--- src/rtl/sram_ctrl_pkg.sv ---
// Package: timing tables and shared types for the SRAM cycle controller.
// Assumes speed grades 0/1/2 map to 150/170/200 ns parts.
package sram_ctrl_pkg;

    typedef enum logic [2:0] {
        ST_IDLE,
        ST_WR_SETUP,
        ST_WR_PULSE,
        ST_WR_TAIL,
        ST_RD_WAIT
    } seq_state_e;

    // Round a nanosecond figure up to whole clocks.
    function automatic int unsigned ns_to_clk(int unsigned ns, int unsigned per);
        return (ns + per - 1) / per;
    endfunction

    // Read/write cycle time, address access and enable access share one figure.
    function automatic int unsigned cycle_ns(int unsigned grade);
        case (grade)
            1: return 170;
            2: return 200;
            default: return 150;
        endcase
    endfunction

    // Minimum write strobe width.
    function automatic int unsigned strobe_ns(int unsigned grade);
        case (grade)
            1: return 120;
            2: return 150;
            default: return 100;
        endcase
    endfunction

    // Data setup before the strobe ends.
    function automatic int unsigned setup_ns(int unsigned grade);
        case (grade)
            1: return 70;
            2: return 80;
            default: return 60;
        endcase
    endfunction

    // Output enable to valid data.
    function automatic int unsigned oe_ns(int unsigned grade);
        case (grade)
            1: return 80;
            2: return 100;
            default: return 70;
        endcase
    endfunction

    function automatic int unsigned max2(int unsigned a, int unsigned b);
        return (a > b) ? a : b;
    endfunction

endpackage

--- src/rtl/sram_seq_fsm.sv ---
// Sequencer: walks each access through its phases, counting clocks per phase,
// and registers the memory strobes from the next state so they never glitch.
// Assumes req_valid is only taken when ready is high.
module sram_seq_fsm
    import sram_ctrl_pkg::*;
#(
    parameter int unsigned CLK_PERIOD_NS = 20,
    parameter int unsigned SPEED_GRADE   = 0
) (
    input  logic clk,
    input  logic rst_n,
    input  logic req_valid,
    input  logic req_write,
    output logic ready,
    output logic accept,
    output logic capture,
    output logic ack,
    output logic ce_n,
    output logic we_n,
    output logic oe_n,
    output logic dq_oe
);
    localparam int unsigned CYC_C  = ns_to_clk(cycle_ns(SPEED_GRADE), CLK_PERIOD_NS);
    localparam int unsigned OE_C   = ns_to_clk(oe_ns(SPEED_GRADE), CLK_PERIOD_NS);
    localparam int unsigned RD_CYC = max2(CYC_C, OE_C);
    localparam int unsigned WP_CYC = max2(ns_to_clk(strobe_ns(SPEED_GRADE), CLK_PERIOD_NS),
                                          ns_to_clk(setup_ns(SPEED_GRADE), CLK_PERIOD_NS));
    localparam int unsigned TAIL_CYC = (CYC_C > WP_CYC + 2) ? (CYC_C - 1 - WP_CYC) : 1;
    localparam int unsigned MAX_CYC  = max2(RD_CYC, max2(WP_CYC, TAIL_CYC));
    localparam int unsigned CNT_W    = $clog2(MAX_CYC + 1);
    localparam logic [CNT_W-1:0] RD_LOAD   = CNT_W'(RD_CYC - 1);
    localparam logic [CNT_W-1:0] WP_LOAD   = CNT_W'(WP_CYC - 1);
    localparam logic [CNT_W-1:0] TAIL_LOAD = CNT_W'(TAIL_CYC - 1);

    seq_state_e       state_q, state_d;
    logic [CNT_W-1:0] cnt_q, cnt_d;
    logic             done;

    // Next-state and phase counter selection.
    always_comb begin
        state_d = state_q;
        cnt_d   = (cnt_q != '0) ? cnt_q - 1'b1 : cnt_q;
        accept  = 1'b0;
        capture = 1'b0;
        done    = 1'b0;
        case (state_q)
            ST_IDLE: begin
                if (req_valid) begin
                    accept  = 1'b1;
                    state_d = req_write ? ST_WR_SETUP : ST_RD_WAIT;
                    cnt_d   = req_write ? '0 : RD_LOAD;
                end
            end
            ST_WR_SETUP: begin
                state_d = ST_WR_PULSE;
                cnt_d   = WP_LOAD;
            end
            ST_WR_PULSE: begin
                if (cnt_q == '0) begin
                    state_d = ST_WR_TAIL;
                    cnt_d   = TAIL_LOAD;
                end
            end
            ST_WR_TAIL: begin
                if (cnt_q == '0) begin
                    state_d = ST_IDLE;
                    done    = 1'b1;
                end
            end
            ST_RD_WAIT: begin
                if (cnt_q == '0) begin
                    state_d = ST_IDLE;
                    done    = 1'b1;
                    capture = 1'b1;
                end
            end
            default: state_d = ST_IDLE;
        endcase
    end

    // State, counter and registered strobe outputs.
    always_ff @(posedge clk) begin
        if (!rst_n) begin
            state_q <= ST_IDLE;
            cnt_q   <= '0;
            ce_n    <= 1'b1;
            we_n    <= 1'b1;
            oe_n    <= 1'b1;
            dq_oe   <= 1'b0;
            ack     <= 1'b0;
        end else begin
            state_q <= state_d;
            cnt_q   <= cnt_d;
            ce_n    <= (state_d == ST_IDLE);
            we_n    <= (state_d != ST_WR_PULSE);
            oe_n    <= (state_d != ST_RD_WAIT);
            dq_oe   <= (state_d == ST_WR_PULSE) || (state_q == ST_WR_PULSE);
            ack     <= done;
        end
    end

    assign ready = (state_q == ST_IDLE);

    // read and write strobes never overlap.
    p_oe_we_excl_r3: assert property (@(posedge clk) disable iff (!rst_n)
        !(!oe_n && !we_n));
    // the write strobe sits inside the enable window.
    p_we_inside_ce_r3: assert property (@(posedge clk) disable iff (!rst_n)
        !we_n |-> !ce_n);
    // data drivers only on with the output buffers of the memory off.
    p_drive_oe_high_r4: assert property (@(posedge clk) disable iff (!rst_n)
        dq_oe |-> (oe_n && !ce_n));
    // acknowledge lasts one clock.
    p_ack_pulse_r8: assert property (@(posedge clk) disable iff (!rst_n)
        ack |=> !ack);
endmodule

--- src/rtl/sram_bus_hold.sv ---
// Bus holding registers: latch address and write byte on accept, and load the
// read byte on capture. Assumes accept and capture are single-clock pulses.
module sram_bus_hold #(
    parameter int unsigned ADDR_W = 13,
    parameter int unsigned DATA_W = 8
) (
    input  logic              clk,
    input  logic              rst_n,
    input  logic              accept,
    input  logic              capture,
    input  logic [ADDR_W-1:0] req_addr,
    input  logic [DATA_W-1:0] req_wdata,
    input  logic [DATA_W-1:0] mem_dq_in,
    output logic [ADDR_W-1:0] mem_addr,
    output logic [DATA_W-1:0] mem_dq_out,
    output logic [DATA_W-1:0] rd_data
);
    // Hold the request fields for the whole access.
    always_ff @(posedge clk) begin
        if (!rst_n) begin
            mem_addr   <= '0;
            mem_dq_out <= '0;
        end else if (accept) begin
            mem_addr   <= req_addr;
            mem_dq_out <= req_wdata;
        end
    end

    // Register the memory byte at the end of the read window.
    always_ff @(posedge clk) begin
        if (!rst_n)       rd_data <= '0;
        else if (capture) rd_data <= mem_dq_in;
    end
endmodule

--- src/rtl/sram_cycle_ctrl.sv ---
// Top: valid/ready request port to asynchronous SRAM strobes. Assumes the
// memory is 8K x 8 and clocks are no slower than the shortest phase needs.
module sram_cycle_ctrl #(
    parameter int unsigned CLK_PERIOD_NS = 20,
    parameter int unsigned SPEED_GRADE   = 0,
    parameter int unsigned ADDR_W        = 13,
    parameter int unsigned DATA_W        = 8
) (
    input  logic              clk,
    input  logic              rst_n,
    input  logic              req_valid,
    input  logic              req_write,
    input  logic [ADDR_W-1:0] req_addr,
    input  logic [DATA_W-1:0] req_wdata,
    output logic              req_ready,
    output logic              rsp_ack,
    output logic [DATA_W-1:0] rsp_rdata,
    output logic [ADDR_W-1:0] mem_addr,
    output logic [DATA_W-1:0] mem_dq_out,
    output logic              mem_dq_oe,
    input  logic [DATA_W-1:0] mem_dq_in,
    output logic              mem_ce_n,
    output logic              mem_we_n,
    output logic              mem_oe_n
);
    logic accept, capture;

    sram_seq_fsm #(
        .CLK_PERIOD_NS(CLK_PERIOD_NS),
        .SPEED_GRADE  (SPEED_GRADE)
    ) u_seq (
        .clk      (clk),
        .rst_n    (rst_n),
        .req_valid(req_valid),
        .req_write(req_write),
        .ready    (req_ready),
        .accept   (accept),
        .capture  (capture),
        .ack      (rsp_ack),
        .ce_n     (mem_ce_n),
        .we_n     (mem_we_n),
        .oe_n     (mem_oe_n),
        .dq_oe    (mem_dq_oe)
    );

    sram_bus_hold #(
        .ADDR_W(ADDR_W),
        .DATA_W(DATA_W)
    ) u_hold (
        .clk       (clk),
        .rst_n     (rst_n),
        .accept    (accept),
        .capture   (capture),
        .req_addr  (req_addr),
        .req_wdata (req_wdata),
        .mem_dq_in (mem_dq_in),
        .mem_addr  (mem_addr),
        .mem_dq_out(mem_dq_out),
        .rd_data   (rsp_rdata)
    );

    // address and write byte frozen while the enable is low.
    p_addr_stable_r6: assert property (@(posedge clk) disable iff (!rst_n)
        (!mem_ce_n && $past(!mem_ce_n)) |-> ($stable(mem_addr) && $stable(mem_dq_out)));
    // a busy controller never reloads the holding registers.
    p_busy_hold_r7: assert property (@(posedge clk) disable iff (!rst_n)
        !req_ready |=> $stable(mem_addr));
endmodule

--- config.mk ---
export PLATFORM = sky130hd
export DESIGN_NAME = sram_cycle_ctrl
export DESIGN_NICKNAME = d
export VERILOG_FILES = /design/src/rtl/sram_ctrl_pkg.sv /design/src/rtl/sram_seq_fsm.sv /design/src/rtl/sram_bus_hold.sv /design/src/rtl/sram_cycle_ctrl.sv
export SDC_FILE = /design/constraint.sdc
export NUM_CORES = 1
export LEC_CHECK = 0
export ABC_CLOCK_PERIOD_IN_PS = 2580
export BUFFER_PORTS_ARGS = -buffer_cell sky130_fd_sc_hd__buf_4
export CAP_MARGIN = 25
export CELL_PAD_IN_SITES_DETAIL_PLACEMENT = 2
export CELL_PAD_IN_SITES_GLOBAL_PLACEMENT = 2
export CORE_ASPECT_RATIO = 0.5
export CORE_MARGIN = 5
export CORE_UTILIZATION = 25
export CTS_CLUSTER_SIZE = 16
export DETAILED_ROUTE_END_ITERATION = 8
export GPL_TIMING_DRIVEN = 0
export PLACE_DENSITY_LB_ADDON = 0.1
export SYNTH_ARGS = -nofsm -noshare
export SYNTH_HDL_FRONTEND = slang
export SYNTH_SLANG_ARGS = --single-unit
--- constraint.sdc ---
create_clock -name clk -period 2.58 [get_ports clk]
set_input_delay 0.129 -clock clk [delete_from_list [all_inputs] [get_ports clk]]
set_output_delay 0.129 -clock clk [all_outputs]
set_load 0.02 [all_outputs]
# Word level (Yosys, flattened, before mapping)
# Index checks and enable logic that the tools add are counted.
# W data, S select, Z words.
[word_totals] input_bits=33 output_inout_bits=35 reg_bits=41
[classes] n_mux=14 n_eq_ne=7 n_reduce_logical=7 addsub=1
[ops] operator="$mux W3" n=5
[ops] operator="$mux W4" n=3
[ops] operator="$pmux W3 S4" n=1
[ops] operator="$pmux W4 S3" n=1
[ops] operator="$eq A3 B2 Y1 const B" n=3
[ops] operator="$logic_not A3 Y1" n=2
[ops] operator="$logic_not A4 Y1" n=1
[ops] operator="$mux W1" n=4
[ops] operator="$reduce_bool A4 Y1" n=1
[ops] operator="$sub A4 B1 Y4 const B" n=1
[ops] operator="$eq A3 B1 Y1 const B" n=1
[ops] operator="$eq A3 B3 Y1 const B" n=1
[ops] operator="$ne A3 B2 Y1 const B" n=1
[ops] operator="$ne A3 B3 Y1 const B" n=1
[ops] operator="$reduce_and A2 Y1" n=1
[ops] operator="$reduce_or A2 Y1" n=1
[ops] operator="$logic_or A1 B1 Y1" n=1

# Logic depth before layout (Yosys ltp)
# Gate-level depths: netlist of the first run.
[depth] ltp_word=5 depth_mapped=9

# Modules after synthesis
# From an unflattened synthesis of the first run, not the netlist that was laid out.
[unflattened] cells_unflattened=170 hier_area_um2=1786.7
[by_module_without_submodules] mod="sram_bus_hold" n_inst=1 cells_per_inst=94 area_each_um2=1124.8 seq_area_each_um2=580.6
[by_module_without_submodules] mod="sram_seq_fsm" n_inst=1 cells_per_inst=76 area_each_um2=661.9 seq_area_each_um2=240.2

# Worst setup path before layout of the first run
# No wires, ideal clock.
[synth_path] path_kind="reg-to-reg" start="register u_seq.cnt_q[0]" end="register u_seq.cnt_q[0]" path_buffers=1 t_required_ns=2.447 stages_incl_launch_ff=10 setup_ns=0.133 t_arrival_ns=1.796 slack_ns=0.651 path_cell_list="dfxtp_1 inv_1 ha_1 nor3b_1 inv_1 buf_2 ha_1 and2_1 o21ai_0 a31oi_1"
[synth_via] elab_chain_len=4 elab_cells_between_ends=7 cone_classes="add/sub: 1; mux: 4; reduce/logical: 2"
[synth_rtl] item="start: declaration" line_no="sram_seq_fsm.sv:36" rtl="logic [CNT_W-1:0] cnt_q, cnt_d;"
[synth_rtl] item="start signal: assignment" line_no="sram_seq_fsm.sv:93" rtl="cnt_q <= cnt_d;"
[synth_rtl] item="$sub A4 B1 Y4 or $reduce_bool A4 Y1 (tied branches)" line_no="sram_seq_fsm.sv:42" rtl="cnt_d = (cnt_q != '0) ? cnt_q - 1'b1 : cnt_q;"
[synth_rtl] item="$mux W4" line_no="sram_seq_fsm.sv:42"
[synth_rtl] item="$mux W4, on equally long branches" line_no="sram_seq_fsm.sv:59, sram_seq_fsm.sv:48"
[synth_rtl] item="$pmux W4 S3 (*)" line_no="sram_seq_fsm.sv:46" rtl="case (state_q)"
# Every way passes the cells marked *; elsewhere a longest branch is shown, timed or not.
# A chain may end at the register's enable or synchronous reset.

# Final worst setup path of the first run
# Ends and elaborated chain as after synthesis.

==> results of run 1 <==
## state kept, by name (all words and copies together) (netlist names)
| name | cells |
|---|---|
| u_seq.state_q | 3 |
| u_hold.mem_dq_out | 8 |
| u_seq.ack | 1 |
| u_seq.oe_n | 1 |
| u_hold.mem_addr | 13 |
| u_seq.cnt_q | 4 |
| u_seq.ce_n | 1 |
| u_hold.rd_data | 8 |
| u_seq.we_n | 1 |
| u_seq.dq_oe | 1 |
## path summary, 6_finish.rpt
kind | end | slack (ns) | depth (start not counted)
min | u_hold.mem_addr[8] | 0.1 | 3
min reg2reg | u_hold.mem_addr[0] | 0.46 | 2
max reg2reg | u_seq.cnt_q[0] | 0.24 | 9
max | u_seq.cnt_q[0] | 0.24 | 9
## cell families (layout without fill, tap and decap cells)
| family | Yosys count | after routing | synth area share, % |
|---|---|---|---|
| xor+xnor | 1 | 1 | 0.540 |
| compound gates | 52 | 52 | 17.8 |
| buf+inv | 19 | 93 | 4.47 |
| simple gates | 82 | 82 | 24.4 |
| flops | 41 | 41 | 50.6 |
| mux | 1 | 1 | 0.617 |
| fa+ha+maj | 2 | 2 | 1.54 |
## layout by cell type (no fill, tap or decap), types with 2 or more instances in the layout
| master | n |
|---|---|
| nand3_1 | 10 |
| nor2_1 | 5 |
| ha_1 | 2 |
| clkbuf_1 | 14 |
| a21oi_1 | 30 |
| and2_1 | 3 |
| o21ai_0 | 13 |
| buf_4 | 66 |
| o311ai_0 | 2 |
| clkinv_2 | 2 |
| and3_1 | 4 |
| dfxtp_1 | 41 |
| nor3_1 | 4 |
| nand2_1 | 44 |
| clkbuf_16 | 5 |
| nand2b_1 | 5 |
| inv_1 | 4 |
## critical path, stage by stage, from the launching register on
cell	delay, ns
dfxtp_1	0.33
inv_1	0.06
ha_1	0.19
nor3b_1	0.57
inv_1	0.13
buf_2	0.23
ha_1	0.29
and2_1	0.15
o21ai_0	0.15
a31oi_1	0.10
## where the power goes
group	switching (mW)	total [mW]	internal, mW	leakage [nW]
combinational	0.301	0.501	0.200	0.591
sequential	0.0415	0.739	0.698	0.336
clock	0.245	0.599	0.354	0.0696
total	0.587	1.84	1.25	0.996
## area by class of cell
cell class | instances | area (um2)
Clock buffer | 5 | 125
Buffer | 15 | 57.6
Fill cell | 730 | 3810
Timing Repair Buffer | 66 | 495
Clock inverter | 3 | 17.5
Inverter | 4 | 15.0
Sequential cell | 41 | 821
Tap cell | 88 | 110
Multi-Input combinational cell | 138 | 729
## metrics by stage
stage	std cells	worst slack [ns]	hold WS, ns
floorplan	198	0.651	0.263
global placement	352	0.276	0.379
detailed placement	352	0.239	0.390
CTS	360	0.223	0.0908
global route	360	0.0362	0.0984
finish	360	0.244	0.0955
## routing by layer
layer / up-vias / part of all wire [%]
li1: 818 / -
met1: 793 / 47
met2: 42 / 46
met3: 2 / 6.0
met4: 0 / 0.15
met5: - / 0
==> run metrics, run 1 <==
Lkg Pwr=0.996 nW; I/O Pins=68; Synth cell types=31; crit path DAT=2.48 ns; status=complete, no violations; predominant post-synthesis flop cell=dfxtp_1; gr ovfl total=0; IO buf count=66; global-route track usage on met2=23.2%; DR pass1 iterations=4; CTS Buffer Depth=2; CTS resizes=0; sequential share of the synthesized area=50.6%; Syn Std Cell Area=1620 um2; drt wl/cell=14.9 um; H-tree Lvls=2; fin util=38.4%; share of cells above drive strength 1=29.0%; pin count of the biggest net entering global routing=14; Final ANT Viol Nets=0; worst slew pin tran=0.652 ns; M1 GR Usage=17.2%; Post-synth top cells=44 x nand2_1, 41 x dfxtp_1, 30 x a21oi_1, 14 x clkbuf_1, 13 x o21ai_0; kind of critical path=register to register; TritonCTS clock tree=built; Worst EP required=2.72 ns; Via Count=1655; CP Launch Point=u_seq.cnt_q[0]; GP Congestion=0.781; Core ar.=6180 um2; synth warn=0; Hold Startpoint=req_addr[8]; final net count=306; PwrDens=776 nW/um2; DRC=0; vias in the first global route=1777; Worst Setup Start Kind=register; Tot Pwr=1.84 mW; Setup Total Neg Slack=0 ns; Fin. Hold Viols=0; final WL=5380 um; cell with the most instances after synthesis=nand2_1; via/cell ratio=4.60; maximum vdd drop=0.268 mV; relative slew slack=56.4%; initial antenna violation count=0; die area=8300 um2; crit path time final=2.34 ns; Syn Nets=233; first-pass GRT wire length=8740 um; Avg Cell Area, Syn=8.20 um2; Post-synth ARST share=0%; Post-Synthesis Cells=198; row cnt=20; Clock Pin Slew Worst Setup and Hold Paths=0.06 ns; met3 Usage GRT=4.66%; FF-to-FF Start=u_seq.cnt_q[0]; fin area=2370 um2; max-cap violation count=0; final period utilization=90.5%; Layout area overhead=46.1%; Chip Height=67.0 um; Post-DP Area=2230 um2; drt initial violations=37; Post-CTS Setup Bufs=0; clock skew=0.00384 ns; Top Usage Layer GRT=met2; Post-synth EDFFs=0; Max Slew Vio Count=0; Post-CTS Hold Buffers=0; Root Buffer=clkbuf_16; clk sink count=41; #FFs+latches synth=41; RSZ-0062 raised after global routing=false; total CTS buffers=5; Final setup viols=0; Initial Utilization=26.3%; DP HPWL=4190 um; Hold Path Class=primary input to register; share of the synthesized area in the top cell type=50.6%; clk_lat worst skew=0.28 ns; top post-synthesis cells by area=dfxtp_1 51%, nand2_1 10%, a21oi_1 9.3%; CP endpoint kind=register; gr usage total=13.6%; Worst Path Max Fanout=10; Peak Freq=428 MHz; top cell type by total area after synthesis=dfxtp_1; antenna fix cells=0; die width=124 um
No activity file was read; power rests on OpenSTA's default activity.
==> run 2, diff against run 1 <==
ABC_CLOCK_PERIOD_IN_PS = 2980   (was 2580)
CORE_UTILIZATION = 27   (was 25)
clock period = 2.98 ns   (was 2.58 ns; I/O delays follow)
==> run 2 against run 1 <==
  * Via count increased by 2.2%
  * Die area decreased by 6.6%
  * Non-clock buffer count unchanged
  * First-iteration DRC count decreased by 27%
  * Critical endpoint unchanged
  * Register-to-register slack improved by 0.34 ns
  * Sequential power decreased by 13%
  * Critical path depth unchanged
  * Final area increased by 0.47%
==> run metrics, run 2 (synthesis gave the netlist of run 1 again) <==
Tot Pwr=1.71 mW; Worst EP required=3.13 ns; Layout area overhead=46.8%; crit path DAT=2.55 ns; row cnt=19; die width=120 um; Stages on worst setup path=9; via/cell ratio=4.90; Hold Path Class=primary input to register; gr usage total=15.0%; maximum vdd drop=0.227 mV; worst slew pin tran=0.659 ns; CTS resizes=0; first-pass GRT wire length=9350 um; PwrDens=719 nW/um2; area taken by flip-flops and latches=821 um2; antenna fix cells=0; IO buf count=66; Via Count=1692; H-tree Lvls=2; drt initial violations=27; final period utilization=80.5%; most frequent cells in the layout=66 x buf_4, 44 x nand2_1, 41 x dfxtp_1; DR pass1 iterations=3; Post-CTS Setup Bufs=0; Worst Path Buf+Inv=3; DP HPWL=4260 um; slowest stage delay, CP=0.58 ns; Post-CTS Hold Buffers=0; worst reg-to-reg path cell count=9; total CTS buffers=5; Reg with most FFs=u_hold.mem_addr; clk_lat worst skew=0.28 ns; Largest register FFs=13; pin count of the biggest net entering global routing=13; most common cell after layout, fill and taps aside=buf_4; TritonCTS clock tree=built; GP Congestion=0.758; Core ar.=5660 um2; Fin. Hold Viols=0; initial antenna violation count=0; Final setup viols=0; multi-input combinational cell area=729 um2; cell family with most CP delay=simple AND/OR/NAND/NOR gates; pre-CTS setup slack=0.615 ns; Peak Freq=417 MHz; CP endpoint kind=register; share of cells above drive strength 1=28.7%; kind of critical path=register to register; gr ovfl total=0; clock skew=0.00341 ns; DRC=0; Placed Instances=337; fin util=42.1%; hold depth=3; Final Worst Setup Slack=0.581 ns; RSZ-0062 raised after global routing=false; Initial Utilization=28.7%; Lkg Pwr=1.01 nW; max-cap violation count=0; drt wl/cell=16.0 um; crit path time final=2.40 ns; Worst Setup Start Kind=register; Clock Pin Slew Worst Setup and Hold Paths=0.06 ns; final WL=5520 um; CP Cell Sequence=inv_1, ha_1, nor3b_1, inv_1, buf_2, ha_1, and2_1, o21ai_0, a31oi_1; crit path max-delay cell type=nor3b_1; top flop regs=u_hold.mem_addr (13), u_hold.mem_dq_out (8), u_hold.rd_data (8); Final ANT Viol Nets=0; status=complete, no violations; non-filler cells, final=345; Root Buffer=clkbuf_16; I/O Pins=68; die area=7760 um2; vias in the first global route=1935; Worst Path Max Fanout=10; CTS Buffer Depth=2; FILL cells=636; Chip Height=64.8 um; Setup Total Neg Slack=0 ns; relative slew slack=56.0%; clk sink count=41; final net count=306; Max Slew Vio Count=0
run 2: cell count changes in the layout (fill, tap and decap cells not counted):
cell        change
bufinv_16       +1
clkbuf_1        +1
clkbuf_8        +1
clkinv_2        -2
clkinvlp_4      -1
run 2: through the flow:
stage                     instance area (um2)  hold WS [ns]
after detailed placement                 2210         0.414
after global placement                   2210         0.397
after CTS                                2380         0.115
after global routing                     2380         0.119
final                                    2380         0.117
after floorplan                          1620         0.283
run 2: worst min-delay path, stage by stage:
cell and delay, ns:
buf_4 0.11, nand2_1 0.04, a21oi_1 0.05
run 2: metal layers:
| layer | GRT usage, % | share of wire (%) | up-vias | wire length (um) |
|---|---|---|---|---|
| met4 | 3.42 | 0.81 | 0 | 45 |
| met2 | 26.0 | 47 | 45 | 2570 |
| met3 | 5.04 | 5.7 | 7 | 315 |
| met1 | 18.4 | 47 | 815 | 2590 |
| met5 | 0 | 0 | - | 0 |
| li1 | - | - | 825 | - |
run 2: report_power, final:
group          total, mW  switching, mW  internal (mW)
sequential         0.640         0.0359          0.604
combinational      0.442          0.268          0.174
clock              0.631          0.213          0.418
total               1.71          0.517           1.20
run 2: layout make-up:
class                   count  area share, %
well taps                  73           3.83
clock inverters             1           1.26
repair buffers             66           20.8
inverters                   4          0.630
clock buffers               7           5.99
flip-flops and latches     41           34.5
multi-input cells         138           30.6
plain buffers              15           2.42
run 2: path summary, 6_finish.rpt:
kind	endpoint	from	slack [ns]
worst min register to register	u_hold.mem_addr[11]	u_hold.mem_addr[11]	0.46
worst min-delay path	u_hold.mem_addr[8]	req_addr[8]	0.12
worst max register to register	u_seq.cnt_q[0]	u_seq.cnt_q[0]	0.58
worst max-delay path	u_seq.cnt_q[0]	u_seq.cnt_q[0]	0.58
